[src/rtl/rtc_pkg.sv]
package rtc_pkg;
    localparam int DATA_W   = 8;
    localparam int ADDR_W   = 2;
    localparam int SEC_W    = 6;
    localparam int HR_W     = 5;
    localparam int SEC_LAST = 59;
    localparam int HR_LAST  = 23;

    localparam logic [ADDR_W-1:0] A_CTRL = 2'd0;
    localparam logic [ADDR_W-1:0] A_SEC  = 2'd1;
    localparam logic [ADDR_W-1:0] A_MIN  = 2'd2;
    localparam logic [ADDR_W-1:0] A_HOUR = 2'd3;

    typedef enum logic [1:0] {
        FP_OFF  = 2'b00,
        FP_SEC  = 2'b01,
        FP_MIN  = 2'b10,
        FP_HOUR = 2'b11
    } fp_sel_e;

    typedef struct packed {
        logic [SEC_W-1:0] sec;
        logic [SEC_W-1:0] min;
        logic [HR_W-1:0]  hour;
        logic             pend;
    } time_st_t;

    typedef struct packed {
        logic    req;
        logic    stat;
        fp_sel_e sel;
        logic    flag;
        logic    alarm_q;
        logic    irq;
    } ctrl_st_t;
endpackage

[src/rtl/rtc_prescaler.sv]
module rtc_prescaler #(
    parameter int PRESC_W   = 16,
    parameter int PRESC_MAX = 32767
) (
    input  logic clk,
    input  logic rst_n,
    input  logic clr,
    output logic tick
);
    localparam logic [PRESC_W-1:0] TOP = PRESC_W'(PRESC_MAX);

    typedef struct packed {
        logic [PRESC_W-1:0] cnt;
    } psc_st_t;

    psc_st_t st_d, st_q;

    always_comb begin
        st_d = st_q;
        tick = (st_q.cnt == TOP);
        if (clr) begin
            st_d.cnt = '0;
            tick     = 1'b0;
        end else if (tick) begin
            st_d.cnt = '0;
        end else begin
            st_d.cnt = st_q.cnt + 1'b1;
        end
    end

    always_ff @(posedge clk or negedge rst_n) begin
        if (!rst_n) st_q <= '0;
        else        st_q <= st_d;
    end
endmodule

[src/rtl/rtc_time_regs.sv]
module rtc_time_regs
    import rtc_pkg::*;
(
    input  logic              clk,
    input  logic              rst_n,
    input  logic              tick,
    input  logic              frozen,
    input  logic              sec_wr,
    input  logic              min_wr,
    input  logic              hr_wr,
    input  logic [DATA_W-1:0] wdata,
    output logic [SEC_W-1:0]  sec,
    output logic [SEC_W-1:0]  min,
    output logic [HR_W-1:0]   hour,
    output logic              adv,
    output logic              sec_carry,
    output logic              min_carry,
    output logic              sec_wr_ok,
    output logic              pend
);
    localparam logic [SEC_W-1:0]  S_LAST = SEC_W'(SEC_LAST);
    localparam logic [HR_W-1:0]   H_LAST = HR_W'(HR_LAST);
    localparam logic [DATA_W-1:0] W_SLIM = DATA_W'(SEC_LAST);
    localparam logic [DATA_W-1:0] W_HLIM = DATA_W'(HR_LAST);

    time_st_t st_d, st_q;
    logic     min_ok, hr_ok;

    always_comb begin
        st_d      = st_q;
        adv       = !frozen && (tick || st_q.pend);
        sec_carry = adv && (st_q.sec == S_LAST);
        min_carry = sec_carry && (st_q.min == S_LAST);
        sec_wr_ok = sec_wr && (wdata <= W_SLIM);
        min_ok    = min_wr && (wdata <= W_SLIM);
        hr_ok     = hr_wr && (wdata <= W_HLIM);

        if (frozen) st_d.pend = st_q.pend | tick;
        else        st_d.pend = st_q.pend & tick;

        if (adv) begin
            st_d.sec = sec_carry ? '0 : st_q.sec + 1'b1;
            if (sec_carry) st_d.min = min_carry ? '0 : st_q.min + 1'b1;
            if (min_carry) st_d.hour = (st_q.hour == H_LAST) ? '0 : st_q.hour + 1'b1;
        end

        if (sec_wr_ok) begin
            st_d.sec  = wdata[SEC_W-1:0];
            st_d.pend = 1'b0;
        end
        if (min_ok) st_d.min  = wdata[SEC_W-1:0];
        if (hr_ok)  st_d.hour = wdata[HR_W-1:0];
    end

    always_ff @(posedge clk or negedge rst_n) begin
        if (!rst_n) st_q <= '0;
        else        st_q <= st_d;
    end

    assign sec  = st_q.sec;
    assign min  = st_q.min;
    assign hour = st_q.hour;
    assign pend = st_q.pend;
endmodule

[src/rtl/rtc_ctrl.sv]
module rtc_ctrl
    import rtc_pkg::*;
(
    input  logic              clk,
    input  logic              rst_n,
    input  logic              bus_wr,
    input  logic [ADDR_W-1:0] bus_addr,
    input  logic              req_bit,
    input  logic              flag_bit,
    input  logic [1:0]        sel_bits,
    input  logic              alarm_i,
    input  logic              adv,
    input  logic              sec_carry,
    input  logic              min_carry,
    output logic              wait_req,
    output logic              wait_stat,
    output logic              frozen,
    output fp_sel_e           fp_sel,
    output logic              fp_flag,
    output logic              fp_evt,
    output logic              irq,
    output logic              sec_wr,
    output logic              min_wr,
    output logic              hr_wr
);
    ctrl_st_t st_d, st_q;
    logic     ctrl_wr;

    always_comb begin
        st_d    = st_q;
        ctrl_wr = bus_wr && (bus_addr == A_CTRL);
        frozen  = st_q.req | st_q.stat;
        sec_wr  = bus_wr && (bus_addr == A_SEC)  && st_q.stat;
        min_wr  = bus_wr && (bus_addr == A_MIN)  && st_q.stat;
        hr_wr   = bus_wr && (bus_addr == A_HOUR) && st_q.stat;

        unique case (st_q.sel)
            FP_SEC:  fp_evt = adv;
            FP_MIN:  fp_evt = sec_carry;
            FP_HOUR: fp_evt = min_carry;
            default: fp_evt = 1'b0;
        endcase

        st_d.stat = st_q.req;
        if (ctrl_wr) begin
            st_d.req = req_bit;
            st_d.sel = fp_sel_e'(sel_bits);
        end

        if (fp_evt)                 st_d.flag = 1'b1;
        else if (ctrl_wr && !flag_bit) st_d.flag = 1'b0;

        st_d.alarm_q = alarm_i;
        st_d.irq     = fp_evt | (alarm_i & ~st_q.alarm_q);
    end

    always_ff @(posedge clk or negedge rst_n) begin
        if (!rst_n) st_q <= '0;
        else        st_q <= st_d;
    end

    assign wait_req  = st_q.req;
    assign wait_stat = st_q.stat;
    assign fp_sel    = st_q.sel;
    assign fp_flag   = st_q.flag;
    assign irq       = st_q.irq;
endmodule

[src/rtl/rtc_time_core.sv]
module rtc_time_core
    import rtc_pkg::*;
#(
    parameter int PRESC_W   = 16,
    parameter int PRESC_MAX = 32767
) (
    input  logic              clk,
    input  logic              rst_n,
    input  logic [ADDR_W-1:0] bus_addr,
    input  logic              bus_wr,
    input  logic [DATA_W-1:0] bus_wdata,
    output logic [DATA_W-1:0] bus_rdata,
    input  logic              alarm_flag_i,
    output logic              irq_o
);
    logic             tick, adv, sec_carry, min_carry, sec_wr_ok, pend;
    logic             wait_req, wait_stat, frozen, fp_flag, fp_evt;
    logic             sec_wr, min_wr, hr_wr;
    fp_sel_e          fp_sel;
    logic [SEC_W-1:0] sec, min;
    logic [HR_W-1:0]  hour;

    rtc_prescaler #(.PRESC_W(PRESC_W), .PRESC_MAX(PRESC_MAX)) u_psc (
        .clk (clk),
        .rst_n (rst_n),
        .clr (sec_wr_ok),
        .tick (tick)
    );

    rtc_ctrl u_ctrl (
        .clk       (clk),
        .rst_n     (rst_n),
        .bus_wr    (bus_wr),
        .bus_addr  (bus_addr),
        .req_bit   (bus_wdata[0]),
        .flag_bit  (bus_wdata[2]),
        .sel_bits  (bus_wdata[5:4]),
        .alarm_i   (alarm_flag_i),
        .adv       (adv),
        .sec_carry (sec_carry),
        .min_carry (min_carry),
        .wait_req  (wait_req),
        .wait_stat (wait_stat),
        .frozen    (frozen),
        .fp_sel    (fp_sel),
        .fp_flag   (fp_flag),
        .fp_evt    (fp_evt),
        .irq       (irq_o),
        .sec_wr    (sec_wr),
        .min_wr    (min_wr),
        .hr_wr     (hr_wr)
    );

    rtc_time_regs u_time (
        .clk       (clk),
        .rst_n     (rst_n),
        .tick      (tick),
        .frozen    (frozen),
        .sec_wr    (sec_wr),
        .min_wr    (min_wr),
        .hr_wr     (hr_wr),
        .wdata     (bus_wdata),
        .sec       (sec),
        .min       (min),
        .hour      (hour),
        .adv       (adv),
        .sec_carry (sec_carry),
        .min_carry (min_carry),
        .sec_wr_ok (sec_wr_ok),
        .pend      (pend)
    );

    always_comb begin
        unique case (bus_addr)
            A_CTRL:  bus_rdata = {2'b00, fp_sel, alarm_flag_i, fp_flag, wait_stat, wait_req};
            A_SEC:   bus_rdata = {{(DATA_W-SEC_W){1'b0}}, sec};
            A_MIN:   bus_rdata = {{(DATA_W-SEC_W){1'b0}}, min};
            default: bus_rdata = {{(DATA_W-HR_W){1'b0}}, hour};
        endcase
    end
endmodule

[config.mk]
export PLATFORM = sky130hd
export DESIGN_NAME = rtc_time_core
export DESIGN_NICKNAME = d
export VERILOG_FILES = /design/src/rtl/rtc_pkg.sv /design/src/rtl/rtc_prescaler.sv /design/src/rtl/rtc_time_regs.sv /design/src/rtl/rtc_ctrl.sv /design/src/rtl/rtc_time_core.sv
export SDC_FILE = /design/constraint.sdc
export NUM_CORES = 1
export LEC_CHECK = 0
export BUFFER_PORTS_ARGS = -buffer_cell sky130_fd_sc_hd__buf_2
export CORE_AREA = 8 8 95 80
export CTS_CLUSTER_DIAMETER = 120
export DETAILED_ROUTE_END_ITERATION = 8
export DIE_AREA = 0 0 103 88
export PLACE_DENSITY = 0.62
export SLEW_MARGIN = 10
export SYNTH_ARGS = -nofsm -noshare
export SYNTH_HDL_FRONTEND = slang
export SYNTH_HIERARCHICAL = 1
export SYNTH_SLANG_ARGS = --single-unit
export TNS_END_PERCENT = 1
[constraint.sdc]
create_clock -name clk -period 8.74 [get_ports clk]
set_input_delay 0.874 -clock clk [delete_from_list [all_inputs] [get_ports clk]]
set_output_delay 0.874 -clock clk [all_outputs]
set_load 0.1 [all_outputs]
==> qor.csv, run 1 <==
metric,value,unit
fmax,261,MHz
Antenna diodes,0,
CTS tree,yes,
"CTS clk-pin slew, worst paths",0.09,ns
crit-path max FO,14,
pre-CTS WS,4.60,ns
Core Rows,26,
Required @ worst endpoint,8.93,ns
Worst Skew,0.0191,ns
fin crit share,43.9,%
RSZ-0062 raised after global routing,no,
dpl hpwl,4150,um
Pwr Total,0.000650,W
Syn Inst Count,256,
Clock Tree Buf Depth,2,
final instance area,2670,um^2
Hold Path Class,flip-flop to flip-flop,
Post-DRT Antenna Nets,0,
final slew viol count,0,
H-tree lvl count,2,
VDD IR max,78.8,uV
Fin. Hold Viols,0,
Initial Util,39.4,%
Placer Congestion,0.915,
Max Cap Viol,0,
post-CTS setup repair buffer count,0,
IO buf count,20,
setup slack after layout,4.90,ns
vias in the first global route,1895,
Final TNS setup,0,ns
Slew @ Worst Pin,0.929,ns
Mapped Area,2410,um^2
status,finished clean,
fin nets,293,
drt first pass iters,5,
WL/cell,15.4,um
Total GRT Usage,13.6,%
Die Wd,103,um
total number of vias,1953,
P per Cell Area,243,nW/um^2
DRT Wirelength,5540,um
initial antenna violation count,0,
leakage,1.11,nW
Root Driver,clkbuf_8,
Slew HR,38.1,%
global-route wire length before repair,9470,um
P&R area growth vs syn,10.7,%
CP startpoint kind,primary input,
fill count,610,
share of cells above drive strength 1,16.7,%
Setup Crit Path Kind,primary input to flip-flop,
Critical Path AT,4.03,ns
DP Area,2560,um^2
clock sink count,41,
CTS Hold Buffers Added,0,
Core ar.,6120,um^2
Worst setup EP type,flip-flop,
die area,9060,um^2
fin crit period,3.84,ns
final setup fails,0,
largest net degree at the start of global routing,42,
Ports,23,
Resized cells post-CTS,0,
vias per inst,5.43,
CTS Buf Count,5,
Die Span Y,88,um
global route total overflow,0,
Avg Synthesized Cell Area,9.42,um^2
1st-iter DRT viols,157,
worst skew pair latency,0.30,ns
DRC Markers,0,
number of synthesis warnings,6,
[worst max-delay path, cell delays in order]
cell and delay, ns:
buf_2 0.15, and4_1 0.20, nor3_1 0.05, nand2_1 0.32, inv_1 0.21, nor4_1 0.55
o21bai_4 0.19, inv_2 0.13, nand3_2 0.24, or4_4 0.62, a21o_1 0.19, a211o_1 0.28
[per-stage QoR]
stage | util [%] | instances | hold WS (ns)
floorplan | - | 257 | 0.379
global placement | 41.8 | 352 | 0.421
detailed placement | 41.8 | 352 | 0.443
CTS | 43.7 | 360 | 0.453
global route | 43.7 | 360 | 0.491
finish | 43.7 | 360 | 0.457
[state kept, by name, summed over array words and instances (netlist names)]
signal / flops
u_time/hour: 5
u_time/sec: 6
u_time/min: 6
u_ctrl/wait_stat: 1
u_ctrl/fp_flag: 1
u_ctrl/st_q: 1
u_ctrl/fp_sel: 2
u_ctrl/irq: 1
u_time/pend: 1
u_psc/st_q: 16
u_ctrl/wait_req: 1
[routing by layer]
| layer | vias to the layer above | global-route usage (%) | routed length (um) |
|---|---|---|---|
| li1 | 949 | - | - |
| met1 | 929 | 19.5 | 2760 |
| met2 | 68 | 19.0 | 2360 |
| met3 | 7 | 2.14 | 298 |
| met4 | 0 | 6.68 | 109 |
| met5 | - | 0 | 0 |
[final cells by class]
cell class | count | area [um^2] | area share [%]
sequential | 41 | 1030 | 38.4
inverter | 14 | 52.6 | 1.97
clock buffer | 5 | 68.8 | 2.58
timing repair buffer | 20 | 100 | 3.75
clock inverter | 3 | 43.8 | 1.64
tap | 84 | 105 | 3.94
multi-input combinational | 193 | 1270 | 47.7
[power breakdown]
part	switching (W)	total, W	internal, W
clock network	0.0000702	0.000156	0.0000857
registers	0.0000602	0.000293	0.000233
logic	0.000129	0.000200	0.0000717
[layout by cell type, fill, tap and decap left out, types with 5 or more instances in the layout]
cell type / instances
o21ai_0: 8
mux4_2: 5
nand2_1: 24
nor4_1: 8
nor2_1: 35
inv_1: 13
xnor2_1: 11
nand3_1: 11
a21oi_1: 15
dfrtp_1: 41
nor3_1: 10
buf_2: 20
nand4_1: 6
a31oi_1: 6
clkbuf_8: 5
[final timing paths]
path	start	endpoint	slack, ns	depth (start not counted)
worst max-delay path	bus_wdata[4]	u_time/hour[3]$_DFFE_PN0P_	4.90	12
worst min-delay path	u_ctrl/wait_req$_DFFE_PN0P_	u_ctrl/wait_stat$_DFF_PN0_	0.46	0
worst max register to register	u_ctrl/wait_stat$_DFF_PN0_	u_time/hour[3]$_DFFE_PN0P_	5.33	11
worst min register to register	u_ctrl/wait_req$_DFFE_PN0P_	u_ctrl/wait_stat$_DFF_PN0_	0.46	0
max in group asynchronous	rst_n	u_psc/st_q[1]$_DFF_PN0_	7.43	1
min in group asynchronous	rst_n	u_time/hour[4]$_DFFE_PN0P_	0.70	1
(Power assumes the default switching activity.)
==> run 2, diff against run 1 <==
--- a/config.mk
+++ b/config.mk
@@ -10,7 +10,7 @@
 export CTS_CLUSTER_DIAMETER = 120
 export DETAILED_ROUTE_END_ITERATION = 8
 export DIE_AREA = 0 0 103 88
-export PLACE_DENSITY = 0.62
+export PLACE_DENSITY = 0.64
 export SLEW_MARGIN = 10
 export SYNTH_ARGS = -nofsm -noshare
 export SYNTH_HDL_FRONTEND = slang
==> constraint.sdc (replaced) <==
create_clock -name clk -period 3.4 [get_ports clk]
set_input_delay 0.34 -clock clk [delete_from_list [all_inputs] [get_ports clk]]
set_output_delay 0.34 -clock clk [all_outputs]
set_load 0.1 [all_outputs]
==> run 2 against run 1 <==
Against the previous run:
- clock skew down 0.013 ns
- total power is 150% higher
- register-to-register slack lost 5.0 ns
- critical path type is now flip-flop to flip-flop
- critical endpoint unchanged
- largest power group unchanged
- highest routed layer unchanged
==> qor.csv, run 2 (synthesized netlist as in run 1, its figures left out) <==
metric,value,unit,change
status,finished clean,,
Total GRT Usage,13.8,%,+0.20 points
fin nets,296,,+1.0%
setup slack after layout,0.350,ns,-4.55 ns
Die Span Y,88,um,unchanged
Critical Path AT,3.23,ns,-0.80 ns
Post-DRT Antenna Nets,0,,unchanged
Slew @ Worst Pin,0.921,ns,-0.00803 ns
Setup Crit Path Kind,flip-flop to flip-flop,,
Worst Skew,0.00616,ns,-0.0129 ns
CTS tree,yes,,
initial antenna violation count,0,,unchanged
"Cell Chain, Critical Path","nand4_1, or4_4, nor4_2, o21bai_4, inv_2, nand3_2, or4_4, a21o_1, a211o_1",,
"CTS clk-pin slew, worst paths",0.08,ns,about the same
RSZ-0062 raised after global routing,no,,
largest net degree at the start of global routing,42,,unchanged
Ports,23,,unchanged
final slew viol count,0,,unchanged
DRT Wirelength,5620,um,+1.6%
dpl hpwl,4200,um,+1.2%
Worst setup EP type,flip-flop,,
VDD IR max,259,uV,+230%
H-tree lvl count,2,,unchanged
pre-CTS WS,0.170,ns,-4.43 ns
vias in the first global route,1861,,-1.8%
Root Driver,clkbuf_8,,
Largest register FFs,16,,unchanged
fmax,328,MHz,
"Core Util, Final",43.9,%,+0.29 points
Slew HR,38.6,%,+0.54 points
P&R area growth vs syn,11.4,%,
Final TNS setup,0,ns,unchanged
Hold Path Class,primary input to asynchronous set/reset pin,,
worst reg2reg path startpoint,u_psc/st_q[13]$_DFF_PN0_,,
Core Rows,26,,unchanged
final setup fails,0,,unchanged
Die Wd,103,um,unchanged
Required @ worst endpoint,3.58,ns,-5.35 ns
global route total overflow,0,,unchanged
fin crit share,89.7,%,
WL/cell,15.5,um,+0.71%
"slowest stage delay, CP",0.62,ns,about the same
die area,9060,um^2,unchanged
vias per inst,5.37,,-0.93%
Top reg by flops,u_psc/st_q,,
Initial Util,39.4,%,unchanged
"most common cell after layout, fill and taps aside",dfrtp_1,,
drt first pass iters,4,,-1
Setup crit start,u_psc/st_q[13]$_DFF_PN0_,,
P per Cell Area,604,nW/um^2,+150%
Worst R2R Path Depth,9,,-2
clock sink count,41,,unchanged
CTS Buf Count,5,,unchanged
crit-path max FO,14,,unchanged
worst skew pair latency,0.29,ns,about the same
fin crit period,3.05,ns,
Fin. Hold Viols,0,,unchanged
1st-iter DRT viols,97,,-38%
Placer Congestion,0.857,,-6.4%
Antenna diodes,0,,unchanged
most frequent cells in the layout,"dfrtp_1 (41), nor2_1 (35), nand2_1 (24)",,
CP most frequent cell,or4_4,,
fill count,648,,+6.2%
leakage,1.12,nW,+0.87%
CP startpoint kind,flip-flop,,
CTS Hold Buffers Added,0,,unchanged
Max Cap Viol,0,,unchanged
Clock Tree Buf Depth,2,,unchanged
Core ar.,6120,um^2,unchanged
global-route wire length before repair,9630,um,+1.8%
Hold WS,0.182,ns,-0.275 ns
"slowest stage cell, crit path",or4_4,,
IO buf count,20,,unchanged
DRC Markers,0,,unchanged
total number of vias,1951,,-0.10%
share of cells above drive strength 1,17.9,%,+1.3 points
## run 2: critical path, delay by kind of cell, from the launching register on
kind	cells	cell delay, ns
compound gates	3	0.64
flops	1	0.39
buf+inv	1	0.13
simple gates	5	1.77
## run 2: worst paths after layout
| kind | endpoint | slack (ns) |
|---|---|---|
| hold / removal | u_time/hour[2]$_DFFE_PN0P_ | 0.18 |
| hold reg to reg | u_ctrl/wait_stat$_DFF_PN0_ | 0.41 |
| min in group clk | u_ctrl/st_q[1]$_DFF_PN0_ | 0.19 |
| setup / recovery | u_time/hour[3]$_DFFE_PN0P_ | 0.35 |
| setup reg to reg | u_time/hour[3]$_DFFE_PN0P_ | 0.35 |
| max in group asynchronous | u_psc/st_q[14]$_DFF_PN0_ | 2.65 |
## run 2: cell type report
| class | instances | area [um^2] | area share [%] |
|---|---|---|---|
| Multi-Input combinational cell | 193 | 1280 | 47.6 |
| Sequential cell | 41 | 1030 | 38.2 |
| Timing Repair Buffer | 23 | 123 | 4.56 |
| Tap cell | 84 | 105 | 3.91 |
| Clock buffer | 7 | 96.3 | 3.58 |
| Inverter | 14 | 52.6 | 1.96 |
| Clock inverter | 1 | 5.00 | 0.186 |
## run 2: metrics by stage
step	instances	power, W	cell area, um^2
final	363	0.00162	2690
after global routing	363	0.00174	2690
after CTS	363	0.00164	2680
after detailed placement	355	0.00128	2580
after global placement	355	0.00127	2580
after floorplan	257	0.00115	2420
## run 2: routing by layer
metal,wire (um),GRT usage [%],vias up
li1,-,-,967
met1,2810,20.9,939
met2,2380,18.3,40
met3,364,2.94,5
met4,70,4.59,0
met5,0,0,-
## run 2: where the power goes
part	total (W)	internal, W	leakage [nW]	switching (W)
clock	0.000349	0.000184	0.0542	0.000165
sequential	0.000756	0.000599	0.501	0.000157
combinational	0.000518	0.000187	0.560	0.000331
## run 2: what timing repair did
item,4_1_cts,5_1_grt
buffers inserted,0,0
setup endpoints to repair,0,1
gates resized for setup,0,1
